===== config.mk =====
export PLATFORM = sky130hd
export DESIGN_NAME = ocp_fault_counter
export DESIGN_NICKNAME = d
export VERILOG_FILES = /design/src/rtl/ocp_fault_pkg.sv /design/src/rtl/ocp_sample_edge.sv /design/src/rtl/ocp_run_counter.sv /design/src/rtl/ocp_fault_latch.sv /design/src/rtl/ocp_fault_counter.sv
export SDC_FILE = /design/constraint.sdc
export NUM_CORES = 1
export LEC_CHECK = 0
export ABC_AREA = 1
export BUFFER_PORTS_ARGS = -buffer_cell sky130_fd_sc_hd__buf_2
export CAP_MARGIN = 40
export CORE_AREA = 2 2 39 41
export CTS_BUF_LIST = sky130_fd_sc_hd__clkbuf_8
export CTS_CLUSTER_DIAMETER = 40
export CTS_CLUSTER_SIZE = 12
export DETAILED_ROUTE_END_ITERATION = 6
export DIE_AREA = 0 0 41 43
export GPL_ROUTABILITY_DRIVEN = 0
export SLEW_MARGIN = 40
export SYNTH_ARGS = -nofsm -noshare
export SYNTH_HDL_FRONTEND = slang
export SYNTH_SLANG_ARGS = --single-unit

===== constraint.sdc =====
create_clock -name clk_i -period 1.03 [get_ports clk_i]
set_input_delay 0.103 -clock clk_i [delete_from_list [all_inputs] [get_ports clk_i]]
set_output_delay 0.103 -clock clk_i [all_outputs]
set_load 0.03 [all_outputs]

===== src/rtl/ocp_fault_pkg.sv =====
package ocp_fault_pkg;
  typedef enum logic [1:0] {
    EV_NONE  = 2'd0,
    EV_TRIP  = 2'd1,
    EV_CLEAN = 2'd2
  } oc_evt_e;
endpackage


===== src/rtl/ocp_sample_edge.sv =====
module ocp_sample_edge
  import ocp_fault_pkg::*;
(
  input  logic    clk_i,
  input  logic    rst_ni,
  input  logic    ls_end_i,
  input  logic    oc_trip_i,
  input  logic    block_i,
  output logic    strobe_q_o,
  output oc_evt_e evt_o
);
  logic strobe_q;

  always_ff @(posedge clk_i or negedge rst_ni) begin
    if (!rst_ni) strobe_q <= 1'b0;
    else         strobe_q <= ls_end_i;
  end

  always_comb begin
    evt_o = EV_NONE;
    if (!block_i && ls_end_i && !strobe_q)
      evt_o = oc_trip_i ? EV_TRIP : EV_CLEAN;
  end

  assign strobe_q_o = strobe_q;
endmodule


===== src/rtl/ocp_run_counter.sv =====
module ocp_run_counter
  import ocp_fault_pkg::*;
#(
  parameter int TRIP_LIMIT = 7,
  parameter int CNT_W      = $clog2(TRIP_LIMIT + 1)
) (
  input  logic             clk_i,
  input  logic             rst_ni,
  input  oc_evt_e          evt_i,
  output logic [CNT_W-1:0] cnt_o,
  output logic             reach_o
);
  localparam logic [CNT_W-1:0] LimitC = CNT_W'(TRIP_LIMIT);
  localparam logic [CNT_W-1:0] PreC   = CNT_W'(TRIP_LIMIT - 1);

  logic [CNT_W-1:0] cnt_q;

  always_ff @(posedge clk_i or negedge rst_ni) begin
    if (!rst_ni) begin
      cnt_q <= '0;
    end else begin
      unique case (evt_i)
        EV_TRIP:  if (cnt_q < LimitC) cnt_q <= cnt_q + 1'b1;
        EV_CLEAN: cnt_q <= '0;
        default:  cnt_q <= cnt_q;
      endcase
    end
  end

  // this sample completes the run
  assign reach_o = (evt_i == EV_TRIP) && (cnt_q == PreC);
  assign cnt_o   = cnt_q;

  p_cnt_bound_r8: assert property (@(posedge clk_i) disable iff (!rst_ni)
    cnt_q <= LimitC);
  p_inc_r2: assert property (@(posedge clk_i) disable iff (!rst_ni)
    (evt_i == EV_TRIP) && (cnt_q < LimitC) |=> cnt_q == CNT_W'($past(cnt_q) + 1'b1));
  p_clr_r3: assert property (@(posedge clk_i) disable iff (!rst_ni)
    (evt_i == EV_CLEAN) |=> cnt_q == '0);
endmodule


===== src/rtl/ocp_fault_latch.sv =====
module ocp_fault_latch (
  input  logic clk_i,
  input  logic rst_ni,
  input  logic set_i,
  output logic fault_o
);
  logic fault_q;

  always_ff @(posedge clk_i or negedge rst_ni) begin
    if (!rst_ni)    fault_q <= 1'b0;
    else if (set_i) fault_q <= 1'b1;
  end

  assign fault_o = fault_q;

  p_sticky_r6: assert property (@(posedge clk_i) disable iff (!rst_ni)
    fault_q |=> fault_q);
endmodule


===== src/rtl/ocp_fault_counter.sv =====
module ocp_fault_counter
  import ocp_fault_pkg::*;
#(
  parameter int TRIP_LIMIT = 7,
  parameter int CNT_W      = $clog2(TRIP_LIMIT + 1)
) (
  input  logic             clk_i,
  input  logic             rst_ni,
  input  logic             ls_end_i,
  input  logic             oc_trip_i,
  output logic             fault_o,
  output logic [CNT_W-1:0] trip_cnt_o
);
  localparam logic [CNT_W-1:0] LimitC = CNT_W'(TRIP_LIMIT);

  oc_evt_e evt;
  logic    strobe_q;
  logic    reach;
  logic    fault;

  ocp_sample_edge u_edge (
    .clk_i      (clk_i),
    .rst_ni     (rst_ni),
    .ls_end_i   (ls_end_i),
    .oc_trip_i  (oc_trip_i),
    .block_i    (fault),
    .strobe_q_o (strobe_q),
    .evt_o      (evt)
  );

  ocp_run_counter #(.TRIP_LIMIT(TRIP_LIMIT), .CNT_W(CNT_W)) u_cnt (
    .clk_i   (clk_i),
    .rst_ni  (rst_ni),
    .evt_i   (evt),
    .cnt_o   (trip_cnt_o),
    .reach_o (reach)
  );

  ocp_fault_latch u_latch (
    .clk_i   (clk_i),
    .rst_ni  (rst_ni),
    .set_i   (reach),
    .fault_o (fault)
  );

  assign fault_o = fault;

  p_fault_at_limit_r5: assert property (@(posedge clk_i) disable iff (!rst_ni)
    (trip_cnt_o == LimitC) == fault_o);
  p_frozen_r6: assert property (@(posedge clk_i) disable iff (!rst_ni)
    fault_o |=> $stable(trip_cnt_o));
  p_held_strobe_r4: assert property (@(posedge clk_i) disable iff (!rst_ni)
    strobe_q && ls_end_i |=> $stable(trip_cnt_o));
endmodule


Word-level counts from Yosys, hierarchy flattened --
Cells that the tools add are included.
Word-level totals: logic and storage cells 20, output and inout port bits 4, flip-flop bits (word level) 5
Operators by class: add/subtract/negate cells 1, order comparisons 1, equality and inequality tests 4, mux-type cells 4, reductions and logical operators 7
Operator list (count):
- 3-bit case mux with 2 select lines | 1
- 2-bit 2-to-1 mux | 2
- 3-bit by 1-bit adder with 3-bit output, second input constant | 1
- 3-bit equality test, second input constant | 1
- 1-bit logical AND | 3
- 3-bit < comparator, second input constant | 1
- 3-bit 2-to-1 mux | 1
- 2-bit by 1-bit equality test with 1-bit output, second input constant | 1
- 2-bit equality test, second input constant | 1
- 1-bit zero test | 2
- 2-bit by 1-bit inequality test with 1-bit output, second input constant | 1
- 2-bit AND reduction | 1
- 2-bit nonzero test | 1

Logic depth before layout (Yosys ltp) --
Gate-level depths: netlist (run 1).
word-level depth 7, depth in mapped cells 6, depth with buffers taken out 6

Hierarchy --
Synthesis (run 1) repeated with hierarchy kept, for this count alone.
Second synthesis, totals: cell total of the unflattened synthesis 38, area, all modules 297.8 um2
By module, submodules not included:
- ocp_run_counter | area an instance 207.7 um2, instances 1, sequential area each 75.1 um2, cells each 27
- ocp_sample_edge | area an instance 53.8 um2, instances 1, sequential area each 25.0 um2, cells each 7
- ocp_fault_latch | area an instance 36.3 um2, instances 1, sequential area each 25.0 um2, cells each 4

Least setup slack after synthesis (run 1) --
No wires, ideal clock.
path type reg2reg, from register u_cnt.cnt_q[0], in the netlist u_cnt.cnt_o[0], to register u_cnt.cnt_q[1], in the netlist u_cnt.cnt_o[1], path buffers 0, library setup time 118 ps, stages on the path, launching flop included 6, setup slack -154 ps, data required time 912 ps, arrival time 1066 ps, path through dfrtp_1 -> inv_1 -> ha_1 -> inv_1 -> nand3_1 -> nand2_1
On the way: cells in the longest elaborated chain, start to end 3
Ends and longest elaborated chain:
- from (decl) | RTL line ocp_run_counter.sv:16 | logic [CNT_W-1:0] cnt_q;
- from (signal assigned) | RTL line ocp_run_counter.sv:23 | EV_TRIP: if (cnt_q < LimitC) cnt_q <= cnt_q + 1'b1;
- from (signal assigned) | RTL line ocp_run_counter.sv:25 | default: cnt_q <= cnt_q;
- 3-bit by 1-bit adder with 3-bit output or 3-bit < comparator (tied branches) | RTL line ocp_run_counter.sv:23
- 3-bit 2-to-1 mux or 2-bit by 1-bit inequality test with 1-bit output (tied branches)
- 3-bit case mux with 2 select lines or 2-bit AND reduction (tied branches)
Several ways; a longest one is shown, not always the timed one. The select of a mux whose other input is x is not followed. A chain may end at the register's enable or synchronous reset.

Worst setup path after layout (run 1) --
from register u_cnt.cnt_q[1], in the netlist u_cnt.cnt_o[1], to register u_cnt.cnt_q[1], in the netlist u_cnt.cnt_o[1]
The elaborated chain is that of the path after synthesis.

==> impl_metrics.toml, run 1 <==
[global_routing]
grt_pass1_wl_um = 828
track_usage = 0.0715
grt_overflow = 0
grt_pass1_vias = 215
antenna_found_initial = 0
grt_max_degree = 7

[timing]
rsz0062_at_grt = "true"
hold_ws_ns = 0.0261
slew_headroom = 0.879
fin_ws_ns = 0.0350
worst_pin_slew_ns = 0.182
setup_violations = 0
finClkSkew_ns = 0.00155
timing.final.crit_period_ns = 0.995
slew_violations = 0
finalHoldViolCount = 0
clock.fmax_ghz = 1.01
timing.final.crit_share = 0.966

[cts]
path_clk_slew_ns = 0.03
clock_path_buffers = 2
clkLatencyLatePin_ns = 0.22
cts_setup_buffers = 0
cts_root_buffer = "clkbuf_8"
cts_max_level = 1
cts_tree = "done"
cts_sinks = 5
numCtsBuffers = 3

[setup_path]
max_stage_delay_ns = 0.43
path_buf_inv = 1
crit_arrival_ns = 1.10
worstSetupStartpointType = "flop"
crit_path_end_kind = "flop"
path_max_fanout = 6
critPathRequiredTime_ns = 1.13
cpMaxStageDelayCell = "dfrtp_2"
cp_cell_sequence = "ha_1 > inv_2 > nand3_2 > nand2_1"
path_class = "reg -> reg"
crit_family = "flip-flops"
ff2ff_setup_slack_ns = 0.04

[placed_design]
hpwl_um = 395
place_ws_ns = 0.0454
portBuffers = 7
placed_cell_area_um2 = 323

[layout]
syn_to_final_growth_pct = 45.7
drive_above_1_share = 0.452
fin_nets = 49
fin_area_um2 = 383
final_util = 0.277
n_antenna_cell = 0
nFillCells = 152

[route]
drt_wl_total_um = 503
num_vias = 215
wl_per_cell_um = 8.67
drc = 0
vias_per_cell = 3.71
drt_iter0_markers = 1
ant_nets = 0
drt_pass1_iterations = 4

[synth]
yosys_warnings = 0
yosys.area_share.xor_xnor = 0.0333
synth_compound_area_frac = 0
avgSynthCellArea_um2 = 8.76
synth-adder-area-share = 0.0952
synth_area_um2 = 263
synth-simple-area-share = 0.310
ys_seq_area_frac = 0.476
syn_inst = 30
synthMuxAreaShare = 0
synth_top_family_by_area = "simple AND/OR/NAND/NOR gates"
synthDistinctLibCells = 11
ys_ff_latch = 5
syn-num-nets = 36

[floorplanning]
io_pins = 8
core-area_um2 = 1380
num_rows = 14
dieArea_um2 = 1760
die_w_um = 41
start_util = 0.190
die_y_um = 43

[power_and_ir_drop]
power_density_nw_per_um2 = 1460
ir_drop_mv = 0.433
finalPower_mw = 0.559
leakagePower_nw = 0.203

[min_path]
hold_path.class = "in -> reg"

[outcome]
status = "completed"

[job]
drv_cap = 0
metal layers:
metal,vias to the layer above,track usage,share of wire
li1,115,-,-
met1,95,0.0909,0.39
met2,5,0.0969,0.53
met3,0,0.0314,0.076
met4,0,0.0400,0
met5,-,0,0
placed cells by master, fill, tap and decap left out, drive strengths merged:
cell / Yosys / final
nand2: 9 / 9
clkinv: 1 / 1
buf: 0 / 7
nor2: 1 / 1
inv: 5 / 6
dlygate4sd3: 0 / 1
nand4: 1 / 1
xor2: 1 / 1
clkbuf: 0 / 3
nand3: 5 / 5
ha: 2 / 2
dfrtp: 5 / 5
where the power goes:
part | internal, mW | leakage [nW] | switching [mW]
sequential | 0.200 | 0.0590 | 0.000532
combinational | 0.00727 | 0.117 | 0.00912
clock | 0.255 | 0.0269 | 0.0873
kinds of logic after synthesis:
kind of cell | count (synthesis)
XOR/XNOR | 1
adder cells (fa/ha/maj) | 2
buffers and inverters | 6
flip-flops | 5
AND/OR/NAND/NOR | 16
what timing repair did:
action                                  4_1_cts  5_1_grt
gates resized for setup                       0        2
hold buffers                                  1        0
endpoints found under the setup margin        0        1
hold endpoints to repair                      5        0
metrics by stage:
step	TNS (ns)	instances
after floorplan	-0.0400	30
after global placement	0	53
after detailed placement	0	53
after CTS	0	58
after global routing	-0.0225	58
final	0	58
sequential cells by signal, summed over array words and instances (netlist names):
name               count
u_cnt.cnt_o            3
u_edge.strobe_q_o      1
u_latch.fault_o        1
cell usage after synthesis:
library cell,n,area [um2]
nand2_1,9,33.8
dfrtp_1,5,125
inv_1,4,15.0
nand3_1,4,20.0
ha_1,2,25.0
clkinv_1,1,3.75
inv_2,1,3.75
nand3_2,1,10.0
nand4_1,1,6.26
nor2_4,1,11.3
xor2_1,1,8.76
worst register-to-register path: stages, from the launching register on:
cell and delay [ns]:
dfrtp_2 0.43, ha_1 0.30, inv_2 0.04, nand3_2 0.06
nand2_1 0.05
final cells by class:
type                    instances  area (um2)  share of cell area
flip-flops and latches          5         128               0.333
multi-input cells              19         123               0.320
repair buffers                  8        45.0               0.118
clock buffers                   3        41.3               0.108
inverters                       6        22.5              0.0588
well taps                      16        20.0              0.0523
clock inverters                 1        3.75             0.00980
worst paths after layout:
path                            startpoint                end  cells past startpoint
min                               ls_end_i  u_edge.strobe_q_o                      1
max                         u_cnt.cnt_o[1]     u_cnt.cnt_o[1]                      4
min in group asynchronous           rst_ni     u_cnt.cnt_o[2]                      2
min reg2reg                u_latch.fault_o    u_latch.fault_o                      2
max reg2reg                 u_cnt.cnt_o[1]     u_cnt.cnt_o[1]                      4
max in group asynchronous           rst_ni     u_cnt.cnt_o[0]                      2
(Power assumes the default switching activity.)
==> inputs of run 2 (changes only) <==
ABC_AREA = unset   (was 1)
CTS_BUF_LIST = sky130_fd_sc_hd__clkbuf_2   (was sky130_fd_sc_hd__clkbuf_8)
==> run 2 against run 1 <==
  * Non-clock buffer count up 3
  * Critical path type unchanged
  * Sequential cell count did not move
  * Clock-buffer cell count is 1 higher
  * The flow now finishes with violations (negative setup slack)
==> impl_metrics.toml, run 2 <==
[route]
vias_per_cell = 4.38
drc = 0
num_vias = 232
drt_iter0_markers = 2
wl_per_cell_um = 9.83
drt_pass1_iterations = 5
drt_wl_total_um = 521
ant_nets = 0

[setup_path]
ff2ff_setup_slack_ns = -0.02
crit_arrival_ns = 1.14
cpMaxStageDelayCell = "dfrtp_2"
timing.rr.end = "u_cnt.cnt_o[1]"
reg2reg_from = "u_latch.fault_o"
path_max_fanout = 7
cp_cell_sequence = "nor3b_4 > nand2b_1 > nand3_1"
crit_path_end_kind = "flop"
critPathRequiredTime_ns = 1.12
worstSetupStartpointType = "flop"
path_class = "reg -> reg"
max_stage_delay_ns = 0.41
rr_worst_depth = 3

[timing]
fin_tns_setup_ns = -0.0383
setup_violations = 3
timing.final.crit_share = 1.02
finClkSkew_ns = 0.00182
slew_violations = 0
fin_ws_ns = -0.0187
finalHoldViolCount = 0
timing.final.crit_period_ns = 1.05
rsz0062_at_grt = "true"
clock.fmax_ghz = 0.954
worst_pin_slew_ns = 0.291
slew_headroom = 0.806

[floorplanning]
core-area_um2 = 1380
start_util = 0.181
dieArea_um2 = 1760
die_w_um = 41
num_rows = 14
die_y_um = 43
io_pins = 8

[min_path]
min_path_cells = 3
worstHoldEndpoint = "u_cnt.cnt_o[2]"
worstHoldStart = "oc_trip_i"
hold_path.class = "in -> reg"

[synth]
synthArstFlopShare = 1.00
ys.flop_type = "dfrtp_1"
synth_top_area_cell = "dfrtp_1"
synth.area.top_cells = "dfrtp_1 (50%), ha_1 (10%), nor3b_4 (7.5%)"
yosysMostFrequentCell = "dfrtp_1"
synthDistinctLibCells = 13
syn_inst = 22
synth_area_um2 = 250
ys_ff_latch = 5
syn-num-nets = 28
avgSynthCellArea_um2 = 11.4
synth_edf_count = 0
yosysTopAreaCellShare = 0.500
yosys_warnings = 0
ys_seq_area_frac = 0.500

[layout]
fin_nets = 44
drive_above_1_share = 0.541
final_cell_mix = "buf_2 (6), clkbuf_2 (4), dfrtp_2 (4)"
multi_input_area_um2 = 125
fin_cells = 53
largest_reg_flops = 3
final_util = 0.271
nFillCells = 150
fin_area_um2 = 375
syn_to_final_growth_pct = 50.0
regArea_um2 = 130
n_antenna_cell = 0
final_common_cell = "buf_2"

[outcome]
violations = "negative setup slack"
status = "finished with violations"

[global_routing]
grt_max_degree = 8
track_usage = 0.0744
grt_pass1_wl_um = 855
grt_overflow = 0
grt_pass1_vias = 215
antenna_found_initial = 0

[cts]
numCtsBuffers = 3
cts_max_level = 1
path_clk_slew_ns = 0.05
cts_root_buffer = "clkbuf_2"
clock_path_buffers = 2
cts_tree = "done"
cts_sinks = 5
clkLatencyLatePin_ns = 0.21

[power_and_ir_drop]
leakagePower_nw = 0.186
power_density_nw_per_um2 = 2220
ir_drop_mv = 0.345

[placed_design]
portBuffers = 7
dpl.cell_count = 46
placed_cell_area_um2 = 318

[job]
drv_cap = 0
-- run 2: worst max-delay path by stage --
stage	start	cells after the start	slack [ns]	to
after floorplan	u_latch.fault_o	3	-0.03	u_cnt.cnt_o[1]
after global routing	u_latch.fault_o	3	-0.09	u_cnt.cnt_o[1]
after CTS	u_latch.fault_o	3	-0.02	u_cnt.cnt_o[1]
after global placement	u_edge.strobe_q_o	3	0.006	u_cnt.cnt_o[1]
final	u_latch.fault_o	3	-0.02	u_cnt.cnt_o[1]
after detailed placement	u_latch.fault_o	3	-0.02	u_cnt.cnt_o[1]
-- run 2: power by group --
| group | switching (mW) | total [mW] | internal, mW |
|---|---|---|---|
| Sequential | 0.0700 | 0.328 | 0.258 |
| Clock | 0.0747 | 0.177 | 0.103 |
| Combinational | 0.191 | 0.328 | 0.137 |
| Total | 0.335 | 0.833 | 0.498 |
-- run 2: cell families after synthesis --
group / count (synthesis) / synth area share
simple gates: 8 / 0.235
compound gates: 6 / 0.150
buf+inv: 1 / 0.0150
fa+ha+maj: 2 / 0.100
flops: 5 / 0.500
-- run 2: layer usage --
layer	track usage	part of all wire
met5	0	0
met4	0.0800	0
met3	0.0157	0.031
met2	0.103	0.58
met1	0.0841	0.39
-- run 2: critical path, delay by kind of cell, from the launching register on --
family / cells / cell delay, ns
flip-flops: 1 / 0.41
AND/OR/NAND/NOR: 3 / 0.52
-- run 2: area by class of cell --
| cell class | count | share of cell area |
|---|---|---|
| flip-flops and latches | 5 | 0.347 |
| multi-input cells | 16 | 0.333 |
| repair buffers | 11 | 0.203 |
| clock buffers | 4 | 0.0533 |
| well taps | 16 | 0.0533 |
| inverters | 1 | 0.0100 |
-- run 2: through the flow --
stage | hold slack (ns) | power (mW) | setup slack [ns]
floorplan | -0.193 | 0.517 | -0.0349
global placement | -0.0798 | 0.621 | 0.00619
detailed placement | -0.0776 | 0.628 | -0.0154
CTS | 0.00613 | 0.826 | -0.0236
global route | 0.189 | 0.917 | -0.0872
finish | 0.198 | 0.833 | -0.0187
-- run 2: what timing repair did --
action,in CTS,in global routing
setup buffers,0,1
hold buffers,1,1
endpoints found under the setup margin,3,4
pin swaps,2,2
endpoints found under the hold margin,5,1
resized for setup,2,3
==> inputs of run 3 (changes only) <==
BUFFER_PORTS_ARGS = unset   (was -buffer_cell sky130_fd_sc_hd__buf_2)
DONT_BUFFER_PORTS = 1   (was unset)
==> run 3 against run 2 <==
  * The flow still finishes with violations (negative setup slack)
  * Global-route usage decreased by 0.82 points
  * Wire length fell by 7.1%
  * Clock power rose by 4%
  * Total power decreased by 2.5%
  * Worst hold slack lost 0.16 ns
  * Design area shrank 8.0%
  * Critical path depth did not move
  * Critical path type unchanged
  * Critical endpoint unchanged
==> impl_metrics.toml, run 3 (synthesis results as in run 2) <==
[outcome]
status = "finished with violations"
violations = "negative setup slack"

[floorplanning]
dieArea_um2 = 1760
io_pins = 8
core-area_um2 = 1380
die_w_um = 41
num_rows = 14
die_y_um = 43
start_util = 0.181

[cts]
clock_path_buffers = 2
clkLatencyLatePin_ns = 0.21
path_clk_slew_ns = 0.06
cts_max_level = 1
cts_sinks = 5
cts_root_buffer = "clkbuf_2"
numCtsBuffers = 3
cts_tree = "done"

[placed_design]
place_ws_ns = -0.0310
hpwl_um = 362
placed_cell_area_um2 = 305
portBuffers = 0
dpl.cell_count = 42

[global_routing]
grt_pass1_vias = 187
grt_pass1_wl_um = 745
track_usage = 0.0662
grt_overflow = 0
antenna_found_initial = 0
grt_max_degree = 8

[layout]
fin_nets = 39
syn_to_final_growth_pct = 38.0
regArea_um2 = 130
fin_area_um2 = 345
drive_above_1_share = 0.438
nFillCells = 153
final_cell_mix = "clkbuf_2 (4), buf_4 (4), dfrtp_2 (4)"
n_antenna_cell = 0
largest_reg_flops = 3
fin_cells = 48
multi_input_area_um2 = 121

[route]
wl_met1_um = 190
drt_wl_total_um = 484
vias_per_cell = 4.13
drt_pass1_iterations = 2
wl_per_cell_um = 10.1
num_vias = 198
met3_length_um = 14
drc = 0
route.top_layer_used = "met3"
ant_nets = 0
drt_iter0_markers = 10
met2WireLength_um = 279

[setup_path]
path_class = "reg -> reg"
worstSetupStartpointType = "flop"
cpMaxStageDelayCell = "dfrtp_2"
path_max_fanout = 7
critPathRequiredTime_ns = 1.13
max_stage_delay_ns = 0.42
crit_arrival_ns = 1.14
crit_family = "simple AND/OR/NAND/NOR gates"
path_buf_inv = 0
cp_cell_sequence = "nor3b_4 > nand2b_1 > nand3_1"
crit_path_end_kind = "flop"

[timing]
rsz0062_at_grt = "true"
slew_headroom = 0.809
timing.final.crit_share = 1.02
finalHoldViolCount = 0
fin_ws_ns = -0.0159
timing.final.crit_period_ns = 1.05
setup_violations = 1
slew_violations = 0
worst_pin_slew_ns = 0.286
fin_tns_setup_ns = -0.0159
finClkSkew_ns = 0.000695
clock.fmax_ghz = 0.956

[power_and_ir_drop]
power_density_nw_per_um2 = 2350
ir_drop_mv = 0.414
leakagePower_nw = 0.162

[job]
drv_cap = 0

[min_path]
hold_path.class = "in -> reg"
## run 3: cell count changes in the layout (fill, tap and decap cells not counted)
cell,before,now
o21ai_2,1,0
o21ai_1,1,0
buf_6,1,0
buf_2,6,0
buf_4,2,4
o21ai_0,0,2
## run 3: repair_timing
item                       4_1_cts  5_1_grt
setup endpoints to repair        2        4
hold buffers                     2        0
gates resized for setup          0        0
pin swaps                        1        1
hold endpoints to repair         6        0
setup buffers                    0        0
## run 3: power breakdown
| part | switching, mW | internal (mW) | total, mW |
|---|---|---|---|
| Clock | 0.0811 | 0.103 | 0.184 |
| Sequential | 0.0593 | 0.258 | 0.317 |
| Combinational | 0.183 | 0.128 | 0.311 |
## run 3: final timing paths
path | from | endpoint | slack, ns | cells past startpoint
setup / recovery | u_latch.fault_o | u_cnt.cnt_o[1] | -0.02 | 3
hold / removal | oc_trip_i | u_cnt.cnt_o[2] | 0.04 | 2
setup reg to reg | u_latch.fault_o | u_cnt.cnt_o[1] | -0.02 | 3
hold reg to reg | u_cnt.cnt_o[2] | u_cnt.cnt_o[2] | 0.58 | 2
max in group asynchronous | rst_ni | u_cnt.cnt_o[0] | 0.64 | 1
min in group asynchronous | rst_ni | u_edge.strobe_q_o | 0.18 | 1
## run 3: area by class of cell
type                            instances  area share
Clock buffer                            4      0.0580
Inverter                                1      0.0109
Multi-Input combinational cell         16       0.351
Sequential cell                         5       0.377
Tap cell                               16      0.0580
Timing Repair Buffer                    6       0.145
## run 3: per-stage QoR
stage	utilization	total power, mW	hold WS [ns]
2_1_floorplan	-	0.517	-0.193
6_report	0.250	0.813	0.0409
3_5_place_dp	0.221	0.626	-0.192
5_1_grt	0.250	0.871	0.0284
3_3_place_gp	0.221	0.626	-0.192
4_1_cts	0.250	0.830	0.0267
## run 3: layer usage
layer | GRT usage | up-vias
met1 | 0.0673 | 96
met3 | 0 | 0
met2 | 0.0938 | 3
met4 | 0.100 | 0
li1 | - | 99
met5 | 0 | -
